`src/rtl/gpio_port_pkg.sv`:
```
package gpio_port_pkg;

    localparam int ADDR_W = 3;

    typedef enum logic [ADDR_W-1:0] {
        REG_DIR  = 3'd0,
        REG_PORT = 3'd1,
        REG_LAT  = 3'd2,
        REG_ODC  = 3'd3,
        REG_DSEL = 3'd4
    } reg_sel_e;

    typedef enum logic [1:0] {
        OP_WRITE = 2'd0,
        OP_SET   = 2'd1,
        OP_CLEAR = 2'd2,
        OP_NONE  = 2'd3
    } bus_op_e;

endpackage

```
`src/rtl/gpio_port_regs.sv`:
```
module gpio_port_regs
    import gpio_port_pkg::*;
#(
    parameter int WIDTH = 16
) (
    input  logic              clk,
    input  logic              rst_n,
    input  logic              bus_we_i,
    input  logic [1:0]        bus_op_i,
    input  logic [ADDR_W-1:0] bus_addr_i,
    input  logic [WIDTH-1:0]  bus_wdata_i,
    input  logic [WIDTH-1:0]  port_val_i,
    output logic [WIDTH-1:0]  bus_rdata_o,
    output logic [WIDTH-1:0]  dir_q,
    output logic [WIDTH-1:0]  lat_q,
    output logic [WIDTH-1:0]  odc_q,
    output logic [WIDTH-1:0]  dsel_q
);

    bus_op_e  op;
    reg_sel_e sel;
    logic     wr_act;

    assign op     = bus_op_e'(bus_op_i);
    assign sel    = reg_sel_e'(bus_addr_i);
    assign wr_act = bus_we_i && (op != OP_NONE);

    function automatic logic [WIDTH-1:0] modify(bus_op_e o, logic [WIDTH-1:0] base,
                                                logic [WIDTH-1:0] data);
        logic [WIDTH-1:0] r;
        case (o)
            OP_WRITE: r = data;
            OP_SET:   r = base | data;
            OP_CLEAR: r = base & ~data;
            default:  r = base;
        endcase
        return r;
    endfunction

    always_ff @(posedge clk or negedge rst_n) begin
        if (!rst_n) begin
            dir_q  <= '1;
            lat_q  <= '0;
            odc_q  <= '0;
            dsel_q <= '0;
        end else if (wr_act) begin
            case (sel)
                REG_DIR:  dir_q  <= modify(op, dir_q, bus_wdata_i);
                REG_PORT: lat_q  <= modify(op, port_val_i, bus_wdata_i);
                REG_LAT:  lat_q  <= modify(op, lat_q, bus_wdata_i);
                REG_ODC:  odc_q  <= modify(op, odc_q, bus_wdata_i);
                REG_DSEL: dsel_q <= modify(op, dsel_q, bus_wdata_i);
                default:  ;
            endcase
        end
    end

    always_comb begin
        case (sel)
            REG_DIR:  bus_rdata_o = dir_q;
            REG_PORT: bus_rdata_o = port_val_i;
            REG_LAT:  bus_rdata_o = lat_q;
            REG_ODC:  bus_rdata_o = odc_q;
            REG_DSEL: bus_rdata_o = dsel_q;
            default:  bus_rdata_o = '0;
        endcase
    end

endmodule

```
`src/rtl/gpio_port_pads.sv`:
```
module gpio_port_pads #(
    parameter int WIDTH = 16
) (
    input  logic [WIDTH-1:0] dir_i,
    input  logic [WIDTH-1:0] lat_i,
    input  logic [WIDTH-1:0] odc_i,
    input  logic [WIDTH-1:0] dig_i,
    output logic [WIDTH-1:0] pad_oe_o,
    output logic [WIDTH-1:0] pad_out_o
);

    for (genvar i = 0; i < WIDTH; i++) begin : g_pin
        logic is_out;
        assign is_out       = ~dir_i[i] & dig_i[i];
        assign pad_oe_o[i]  = is_out & ~(odc_i[i] & lat_i[i]);
        assign pad_out_o[i] = lat_i[i] & ~odc_i[i];
    end

endmodule

```
`src/rtl/gpio_port_insync.sv`:
```
module gpio_port_insync #(
    parameter int WIDTH       = 16,
    parameter int SYNC_STAGES = 2
) (
    input  logic             clk,
    input  logic             rst_n,
    input  logic [WIDTH-1:0] pad_in_i,
    input  logic [WIDTH-1:0] dig_i,
    output logic [WIDTH-1:0] port_o
);

    // stage 0 is the loopback capture, stages 1..SYNC_STAGES the synchronizer
    logic [WIDTH-1:0] stage_q [0:SYNC_STAGES];

    always_ff @(posedge clk or negedge rst_n) begin
        if (!rst_n) begin
            for (int k = 0; k <= SYNC_STAGES; k++) stage_q[k] <= '0;
        end else begin
            stage_q[0] <= pad_in_i;
            for (int k = 1; k <= SYNC_STAGES; k++) stage_q[k] <= stage_q[k-1];
        end
    end

    assign port_o = stage_q[SYNC_STAGES] & dig_i;

endmodule

```
`src/rtl/gpio_port.sv`:
```
module gpio_port
    import gpio_port_pkg::*;
#(
    parameter int               WIDTH       = 16,
    parameter int               SYNC_STAGES = 2,
    parameter logic [WIDTH-1:0] ANALOG_MASK = WIDTH'('h0FFF)
) (
    input  logic              clk,
    input  logic              rst_n,
    input  logic              bus_we_i,
    input  logic [1:0]        bus_op_i,
    input  logic [ADDR_W-1:0] bus_addr_i,
    input  logic [WIDTH-1:0]  bus_wdata_i,
    output logic [WIDTH-1:0]  bus_rdata_o,
    input  logic [WIDTH-1:0]  pad_in_i,
    output logic [WIDTH-1:0]  pad_oe_o,
    output logic [WIDTH-1:0]  pad_out_o
);

    logic [WIDTH-1:0] dir_q, lat_q, odc_q, dsel_q;
    logic [WIDTH-1:0] dig;
    logic [WIDTH-1:0] port_val;

    assign dig = dsel_q | ~ANALOG_MASK;

    gpio_port_regs #(.WIDTH(WIDTH)) i_regs (
        .clk         (clk),
        .rst_n       (rst_n),
        .bus_we_i    (bus_we_i),
        .bus_op_i    (bus_op_i),
        .bus_addr_i  (bus_addr_i),
        .bus_wdata_i (bus_wdata_i),
        .port_val_i  (port_val),
        .bus_rdata_o (bus_rdata_o),
        .dir_q       (dir_q),
        .lat_q       (lat_q),
        .odc_q       (odc_q),
        .dsel_q      (dsel_q)
    );

    gpio_port_pads #(.WIDTH(WIDTH)) i_pads (
        .dir_i     (dir_q),
        .lat_i     (lat_q),
        .odc_i     (odc_q),
        .dig_i     (dig),
        .pad_oe_o  (pad_oe_o),
        .pad_out_o (pad_out_o)
    );

    gpio_port_insync #(.WIDTH(WIDTH), .SYNC_STAGES(SYNC_STAGES)) i_sync (
        .clk      (clk),
        .rst_n    (rst_n),
        .pad_in_i (pad_in_i),
        .dig_i    (dig),
        .port_o   (port_val)
    );

endmodule

```
`config.mk`:
```
export PLATFORM = sky130hd
export DESIGN_NAME = gpio_port
export DESIGN_NICKNAME = d
export VERILOG_FILES = /design/src/rtl/gpio_port_pkg.sv /design/src/rtl/gpio_port_regs.sv /design/src/rtl/gpio_port_pads.sv /design/src/rtl/gpio_port_insync.sv /design/src/rtl/gpio_port.sv
export SDC_FILE = /design/constraint.sdc
export NUM_CORES = 1
export LEC_CHECK = 0
export ABC_CLOCK_PERIOD_IN_PS = 2900
export BUFFER_PORTS_ARGS = -buffer_cell sky130_fd_sc_hd__buf_2
export CAP_MARGIN = 20
export CORE_MARGIN = 3
export CORE_UTILIZATION = 25
export DETAILED_ROUTE_END_ITERATION = 16
export PLACE_DENSITY = 0.54
export SYNTH_ARGS = -nofsm -noshare
export SYNTH_HDL_FRONTEND = slang
export SYNTH_SLANG_ARGS = --single-unit
```
`constraint.sdc`:
```
create_clock -name clk -period 2.9 [get_ports clk]
set_clock_uncertainty 0.15 [all_clocks]
set_input_delay 0.29 -clock clk [delete_from_list [all_inputs] [get_ports clk]]
set_output_delay 0.29 -clock clk [all_outputs]
set_load 0.02 [all_outputs]
```
==> results of run 1 <==
[cell families (layout without fill, tap and decap cells)]
group           count (synthesis)  count (layout)  share of synthesized area, %
compound gates                238             238                          25.8
buf+inv                        52             163                          4.01
mux                            19              19                          3.99
simple gates                  142             142                          13.6
fa+ha+maj                       4               4                         0.917
flops                         112             112                          51.7
[power by group through the flow]
stage                     Combinational (mW)  Sequential, mW  Clock, mW
after floorplan                        0.878            2.08          0
after global placement                  1.28            2.16          0
after detailed placement                1.28            2.16          0
after CTS                               1.31            2.13       1.35
after global routing                    1.45            2.18       1.41
final                                   1.29            2.13       1.30
[synth_stat cells (all sizes together)]
| library cell | count | area [µm²] |
|---|---|---|
| or3 | 2 | 12.5 |
| and3 | 2 | 12.5 |
| nand3 | 2 | 10.0 |
| o22ai | 6 | 37.5 |
| a2111oi | 1 | 8.76 |
| a22oi | 24 | 180 |
| a22o | 1 | 8.76 |
| a211oi | 12 | 90.1 |
| mux4 | 1 | 22.5 |
| a31o | 1 | 8.76 |
| dfstp | 16 | 420 |
| or3b | 2 | 20.0 |
| nor2b | 27 | 169 |
| nand2 | 40 | 150 |
| a21oi | 146 | 731 |
| o32ai | 12 | 105 |
| nor3 | 1 | 10.0 |
| nand2b | 29 | 181 |
| o21ai | 17 | 85.1 |
| o22a | 2 | 17.5 |
| a31oi | 2 | 12.5 |
| dfrtp | 96 | 2400 |
| nor3b | 1 | 7.51 |
| nor2 | 33 | 126 |
| o211ai | 1 | 7.51 |
| nand3b | 1 | 7.51 |
| inv | 15 | 56.3 |
| buf | 15 | 80.1 |
| nor4b | 2 | 32.5 |
| clkbuf | 22 | 82.6 |
| ha | 4 | 50.1 |
| mux2 | 12 | 135 |
| mux2i | 6 | 60.1 |
| a32oi | 13 | 114 |
[sequential cells by signal, indices dropped and copies added, names as in the netlist]
signal,count
i_sync.stage_q,48
i_regs.dir_q,16
i_regs.dsel_q,16
i_regs.lat_q,16
i_regs.odc_q,16
[routing by layer]
| metal | global-route usage, % | wire [µm] | vias up |
|---|---|---|---|
| li1 | - | - | 2274 |
| met1 | 19.0 | 7600 | 2297 |
| met2 | 21.9 | 7430 | 122 |
| met3 | 3.26 | 823 | 19 |
| met4 | 4.46 | 302 | 2 |
| met5 | 0 | 13 | - |
[through the flow]
step / total power, mW / hold WS [ns]
3_5_place_dp: 3.44 / 0.127
5_1_grt: 5.05 / 0.107
3_3_place_gp: 3.44 / 0.121
6_report: 4.72 / 0.103
4_1_cts: 4.79 / 0.0861
2_1_floorplan: 2.96 / -0.156
[path summary, 6_finish.rpt]
check	from	to	slack, ns	cells past startpoint
setup / recovery	bus_addr_i[2]	bus_rdata_o[9]	0.48	6
hold / removal	bus_wdata_i[14]	i_regs.dir_q[14]	0.10	3
setup reg to reg	i_sync.stage_q[13]	i_regs.lat_q[13]	1.68	4
hold reg to reg	i_sync.stage_q[43]	i_sync.stage_q[27]	0.20	0
max in group asynchronous	rst_n	i_regs.dir_q[14]	1.53	3
min in group asynchronous	rst_n	i_sync.stage_q[41]	0.26	2
[final cells by class]
cell class / instances / area (µm²) / share of cell area, %
clock inverter: 5 / 65.1 / 0.959
clock buffer: 11 / 243 / 3.58
multi-input combinational: 403 / 2420 / 35.7
sequential: 112 / 2820 / 41.6
tap: 275 / 344 / 5.07
timing repair buffer: 132 / 831 / 12.3
inverter: 15 / 56.3 / 0.830
[worst register-to-register path, delay by kind of cell, from the launching register on]
kind / cells / cell delay [ns]
AOI/OAI and AO/OA: 3 / 0.41
and+or+nand+nor: 1 / 0.15
DFF: 1 / 0.40
[timing repair]
action | CTS | global route
hold buffers | 17 | 0
endpoints found under the hold margin | 42 | 0
buffers inserted | 0 | 0
==> implementation parameters, run 1 <==
Parameter                              Value

Run status
  Run status ... finished, final reports clean

Power
  Logic pwr share ... 27.3%
  P_int ... 3.10 mW
  Switching portion of total power ... 34.2%
  Switching power total ... 1.61 mW
  Power per standard cell area ... 696 nW/µm²
  VDD IR-drop max ... 0.265 mV
  Sequential share of power ... 45.2%
  Leakage dissipation ... 2.92 nW
  Portion of total power attributed to the clock network ... 27.5%

STA
  Relative max-transition margin ... 30.5%
  Setup repair after global routing missed its margin ... false
  Total of endpoints with negative setup slack in the final report ... 0
  Setup TNS ... 0 ns
  Shortest period the worst path allows ... 2.42 ns
  Number of pins exceeding their max-slew limit in the final report ... 0
  Fin. Hold Viols ... 0
  FMAX ... 0.414 GHz
  Transition time of the tightest slew-check pin ... 1.04 ns
  Final worst path period share ... 83.4%
  Final worst setup slack ... 0.483 ns

Worst setup path
  Crit start category ... input port
  Cell family with most CP delay ... buffers and inverters
  Crit path kind ... in2out
  Delay contributed by the slowest stage of the critical path ... 0.49 ns
  Data required time at the worst endpoint ... 2.46 ns
  Highest net fanout along the worst path ... 13
  Kind of capture point of the worst setup path ... output pin
  Critical path, cell by cell ... buf_2 > nor2b_1 > buf_4 > a21oi_1 > o32ai_1 > buf_2
  CP Buf/Inv Count ... 3
  Worst path arrival time ... 1.98 ns
  Slowest CP cell ... sky130_fd_sc_hd__nor2b_1
  Cell repeated most along the worst path ... sky130_fd_sc_hd__buf_2

Yosys
  Cell area after technology mapping ... 5460 µm²
  Mean area per synthesized cell ... 9.62 µm²
  Sequential-to-total area share from yosys stat ... 51.7%
  Number of distinct standard cells referenced by the synthesized netlist ... 38
  Synth warnings ... 0
  Gate Count Post-Synth ... 567
  Seq cells post-synth ... 112
  Net count after synthesis ... 611

Min path
  Type of the most critical hold path ... in2reg

Floorplanning
  Starting Density ... 25.7%
  Die Wd ... 154 µm
  Number of top-level pins ... 88
  Cell row count ... 53
  Die area ... 23600 µm²
  Floorplan die height ... 154 µm
  Area inside the core boundary ... 21200 µm²

Routing
  Routed length per placed instance ... 17.0 µm
  Via total after detailed routing ... 4714
  Via density ... 4.95
  Post-DRT Antenna Nets ... 0
  Residual DRC count ... 0
  First DRT Iteration DRCs ... 366
  Total iterations of the first detailed-routing run ... 5
  Final wirelength ... 16200 µm

Layout
  Fin cells ... 953
  Final antenna diode count ... 0
  Final std cell area, no fill ... 6780 µm²
  Most frequent cells in the layout ... sky130_fd_sc_hd__a21oi_1, sky130_fd_sc_hd__dfrtp_1, sky130_fd_sc_hd__buf_2
  FILL cells ... 2233
  Layout cells sized above 1 ... 24.2%
  Core Util, Final ... 32.0%
  Total number of nets in the final design ... 717
  Synth-to-Final Area Change ... 24.3%
  Leading cell type in the layout, fill and taps excluded ... sky130_fd_sc_hd__a21oi_1

Placement
  Total instance count after detailed placement ... 920
  Detail Placement HPWL ... 11300 µm
  Total placed instance area ... 6300 µm²
  Port buffer count ... 87
  Pre-CTS setup slack ... 0.444 ns
  Final weighted congestion in routability-driven placement ... 0.755

Global route
  Global router's overall resource usage ... 13.9%
  Leftover overflow at the end of global routing ... 0
  Antenna violations before repair ... 1
  Global-route wire length before repair ... 25900 µm
  Pin count of the biggest net entering global routing ... 53
  Vias in the first global route ... 4645

Clock network
  Number of buffers added by the clock tree synthesis step ... 9
  Root buf cell ... sky130_fd_sc_hd__clkbuf_16
  H-tree Lvls ... 3
  Register clock-pin slew on the reported worst setup and hold paths ... 0.07 ns
  Clock tree buffer depth ... 2
  Sink Count ... 112
  Number of gates resized after cts ... 0
  TritonCTS clock tree ... done
  Insertion delay to the later sink of the worst-skew pair ... 0.36 ns

Job
  Number of maximum-capacitance constraint violations ... 0
Note: power is estimated with default switching activity, not from simulation.
==> run 2: changes to the inputs <==
--- a/config.mk
+++ b/config.mk
@@ -5,13 +5,13 @@
 export SDC_FILE = /design/constraint.sdc
 export NUM_CORES = 1
 export LEC_CHECK = 0
-export ABC_CLOCK_PERIOD_IN_PS = 2900
+export ABC_CLOCK_PERIOD_IN_PS = 2100
 export BUFFER_PORTS_ARGS = -buffer_cell sky130_fd_sc_hd__buf_2
 export CAP_MARGIN = 20
 export CORE_MARGIN = 3
 export CORE_UTILIZATION = 25
 export DETAILED_ROUTE_END_ITERATION = 16
-export PLACE_DENSITY = 0.54
+export PLACE_DENSITY = 0.55
 export SYNTH_ARGS = -nofsm -noshare
 export SYNTH_HDL_FRONTEND = slang
 export SYNTH_SLANG_ARGS = --single-unit
==> constraint.sdc (replaced) <==
create_clock -name clk -period 2.1 [get_ports clk]
set_clock_uncertainty 0.15 [all_clocks]
set_input_delay 0.21 -clock clk [delete_from_list [all_inputs] [get_ports clk]]
set_output_delay 0.21 -clock clk [all_outputs]
set_load 0.02 [all_outputs]
==> implementation parameters, run 2 (same netlist as run 1, synthesis figures left out) <==
Parameter                              Value

STA
  Fin. Hold Viols ... 0 (unchanged)
  Final worst path period share ... 91.8%
  Setup repair after global routing missed its margin ... false
  Setup TNS ... 0 ns (unchanged)
  Transition time of the tightest slew-check pin ... 0.479 ns (-0.559 ns)
  Relative max-transition margin ... 68.0% (+38 points)
  Number of pins exceeding their max-slew limit in the final report ... 0 (unchanged)
  Final worst setup slack ... 0.172 ns (-0.311 ns)
  Total of endpoints with negative setup slack in the final report ... 0 (unchanged)
  Shortest period the worst path allows ... 1.93 ns
  FMAX ... 0.519 GHz

Worst setup path
  Slowest CP cell ... sky130_fd_sc_hd__mux4_2
  Crit path kind ... reg2out
  Worst path arrival time ... 1.57 ns (-0.41 ns)
  Setup slack, reg-to-reg ... 0.86 ns (-0.82 ns)
  Crit start category ... flip-flop
  Highest net fanout along the worst path ... 5 (-8)
  Delay contributed by the slowest stage of the critical path ... 0.46 ns (-0.03 ns)
  Critical path, cell by cell ... mux4_2 > inv_1 > o21ai_0 > buf_2
  Kind of capture point of the worst setup path ... output pin
  Data required time at the worst endpoint ... 1.74 ns (-0.72 ns)

Routing
  Uppermost layer routed ... met4
  Total iterations of the first detailed-routing run ... 5 (unchanged)
  Met3 wire length ... 1000 µm (+22%)
  Via total after detailed routing ... 4740 (+0.55%)
  Met2 wire length ... 7160 µm (-3.6%)
  First DRT Iteration DRCs ... 304 (-17%)
  Via density ... 4.92 (-0.60%)
  Final wirelength ... 16300 µm (+0.83%)
  Residual DRC count ... 0 (unchanged)
  Met1 WL ... 7870 µm (+3.5%)
  Routed length per placed instance ... 16.9 µm (-0.32%)
  Post-DRT Antenna Nets ... 0 (unchanged)

Global route
  Global-route wire length before repair ... 25900 µm (about the same)
  Antenna violations before repair ... 0 (-1)
  Global router's overall resource usage ... 13.8% (-0.16 points)
  Leftover overflow at the end of global routing ... 0 (unchanged)
  Pin count of the biggest net entering global routing ... 49 (-7.5%)
  Vias in the first global route ... 4609 (-0.78%)

Job
  Number of maximum-capacitance constraint violations ... 0 (unchanged)

Floorplanning
  Area inside the core boundary ... 21200 µm² (unchanged)
  Floorplan die height ... 154 µm (unchanged)
  Starting Density ... 25.7% (unchanged)
  Cell row count ... 53 (unchanged)
  Number of top-level pins ... 88 (unchanged)
  Die area ... 23600 µm² (unchanged)
  Die Wd ... 154 µm (unchanged)

Placement
  Detail Placement HPWL ... 11500 µm (+1.8%)
  Pre-CTS setup slack ... 0.114 ns (-0.330 ns)
  Final weighted congestion in routability-driven placement ... 0.818 (+8.4%)
  Port buffer count ... 87 (unchanged)

Layout
  Number of flip-flops under the largest register name ... 48 (unchanged)
  FILL cells ... 2182 (-2.3%)
  Storage cell area ... 2820 µm² (unchanged)
  Synth-to-Final Area Change ... 27.4%
  Layout cells sized above 1 ... 25.3% (+1.1 points)
  Total number of nets in the final design ... 727 (+1.4%)
  Leading cell type in the layout, fill and taps excluded ... sky130_fd_sc_hd__a21oi_1
  Most frequent cells in the layout ... sky130_fd_sc_hd__a21oi_1, sky130_fd_sc_hd__dfrtp_1, sky130_fd_sc_hd__buf_2
  Largest register by flop count ... i_sync.stage_q
  Area of the multi-input gates ... 2420 µm² (unchanged)

Clock network
  Root buf cell ... sky130_fd_sc_hd__clkbuf_16
  TritonCTS clock tree ... done
  Number of gates resized after cts ... 0 (unchanged)
  Register clock-pin slew on the reported worst setup and hold paths ... 0.08 ns (about the same)
  Insertion delay to the later sink of the worst-skew pair ... 0.35 ns (about the same)
  Setup fix buffers added after clock tree synthesis ... 0 (unchanged)
  Clock tree buffer depth ... 2 (unchanged)
  Number of hold-repair buffers added at the cts stage ... 17 (unchanged)
  Sink Count ... 112 (unchanged)
  Number of buffers added by the clock tree synthesis step ... 9 (unchanged)
  H-tree Lvls ... 3 (unchanged)

Power
  Leakage dissipation ... 3.00 nW (+2.8%)
  VDD IR-drop max ... 0.441 mV (+66%)
  Power per standard cell area ... 976 nW/µm² (+40%)

Min path
  Type of the most critical hold path ... in2reg

Run status
  Run status ... finished, final reports clean
[run 2: cell count changes in the layout (fill, tap and decap cells not counted)]
cell and delta:
sky130_fd_sc_hd__buf_12 +4, sky130_fd_sc_hd__buf_4 +6, sky130_fd_sc_hd__bufinv_16 +2, sky130_fd_sc_hd__clkinv_2 +1
sky130_fd_sc_hd__clkinv_4 -2, sky130_fd_sc_hd__diode_2 +1, sky130_fd_sc_hd__inv_6 -1
[run 2: worst paths after layout]
check / to / cells after the start / from
min in group asynchronous: i_sync.stage_q[41] / 2 / rst_n
max in group asynchronous: i_regs.dir_q[14] / 3 / rst_n
worst max register to register: i_regs.lat_q[13] / 4 / i_sync.stage_q[13]
worst max-delay path: bus_rdata_o[13] / 4 / i_regs.lat_q[13]
worst min-delay path: i_regs.dir_q[9] / 3 / bus_wdata_i[9]
worst min register to register: i_sync.stage_q[29] / 0 / i_sync.stage_q[45]
[run 2: layout make-up]
class / instances / share of cell area, %
Timing Repair Buffer: 142 / 13.8
Multi-Input combinational cell: 403 / 34.8
Tap cell: 275 / 4.95
Clock buffer: 11 / 3.49
Sequential cell: 112 / 40.6
Inverter: 15 / 0.810
Clock inverter: 5 / 1.49
Antenna cell: 1 / 0.0360
[run 2: report_power, final]
group / total (mW) / internal, mW / switching, mW / leakage [nW]
Sequential: 2.96 / 2.60 / 0.358 / 1.30
Combinational: 1.81 / 0.740 / 1.07 / 1.54
Clock: 2.01 / 1.20 / 0.811 / 0.170
[run 2: through the flow]
| stage | hold slack [ns] | util, % | area (µm²) | std cells | total power [mW] |
|---|---|---|---|---|---|
| 5_1_grt | 0.0453 | 32.7 | 6950 | 963 | 7.21 |
| 4_1_cts | 0.00372 | 32.7 | 6950 | 963 | 6.87 |
| 6_report | 0.0254 | 32.7 | 6950 | 964 | 6.78 |
| 3_3_place_gp | 0.0490 | 30.3 | 6430 | 930 | 4.78 |
| 3_5_place_dp | 0.0508 | 30.3 | 6430 | 930 | 4.80 |
| 2_1_floorplan | -0.236 | - | 5460 | 567 | 4.09 |
[run 2: worst max-delay path: cells and delay by family, from the launching register on]
kind,cells,cell delay [ns]
DFF,1,0.43
buffers and inverters,2,0.24
AOI/OAI and AO/OA,1,0.09
muxes,1,0.46
[run 2: per-layer routing]
layer  up-vias  GRT usage [%]
met5         -              0
met2       148           20.2
met3        22           3.04
met1      2269           20.3
li1       2301              -
met4         0           4.12
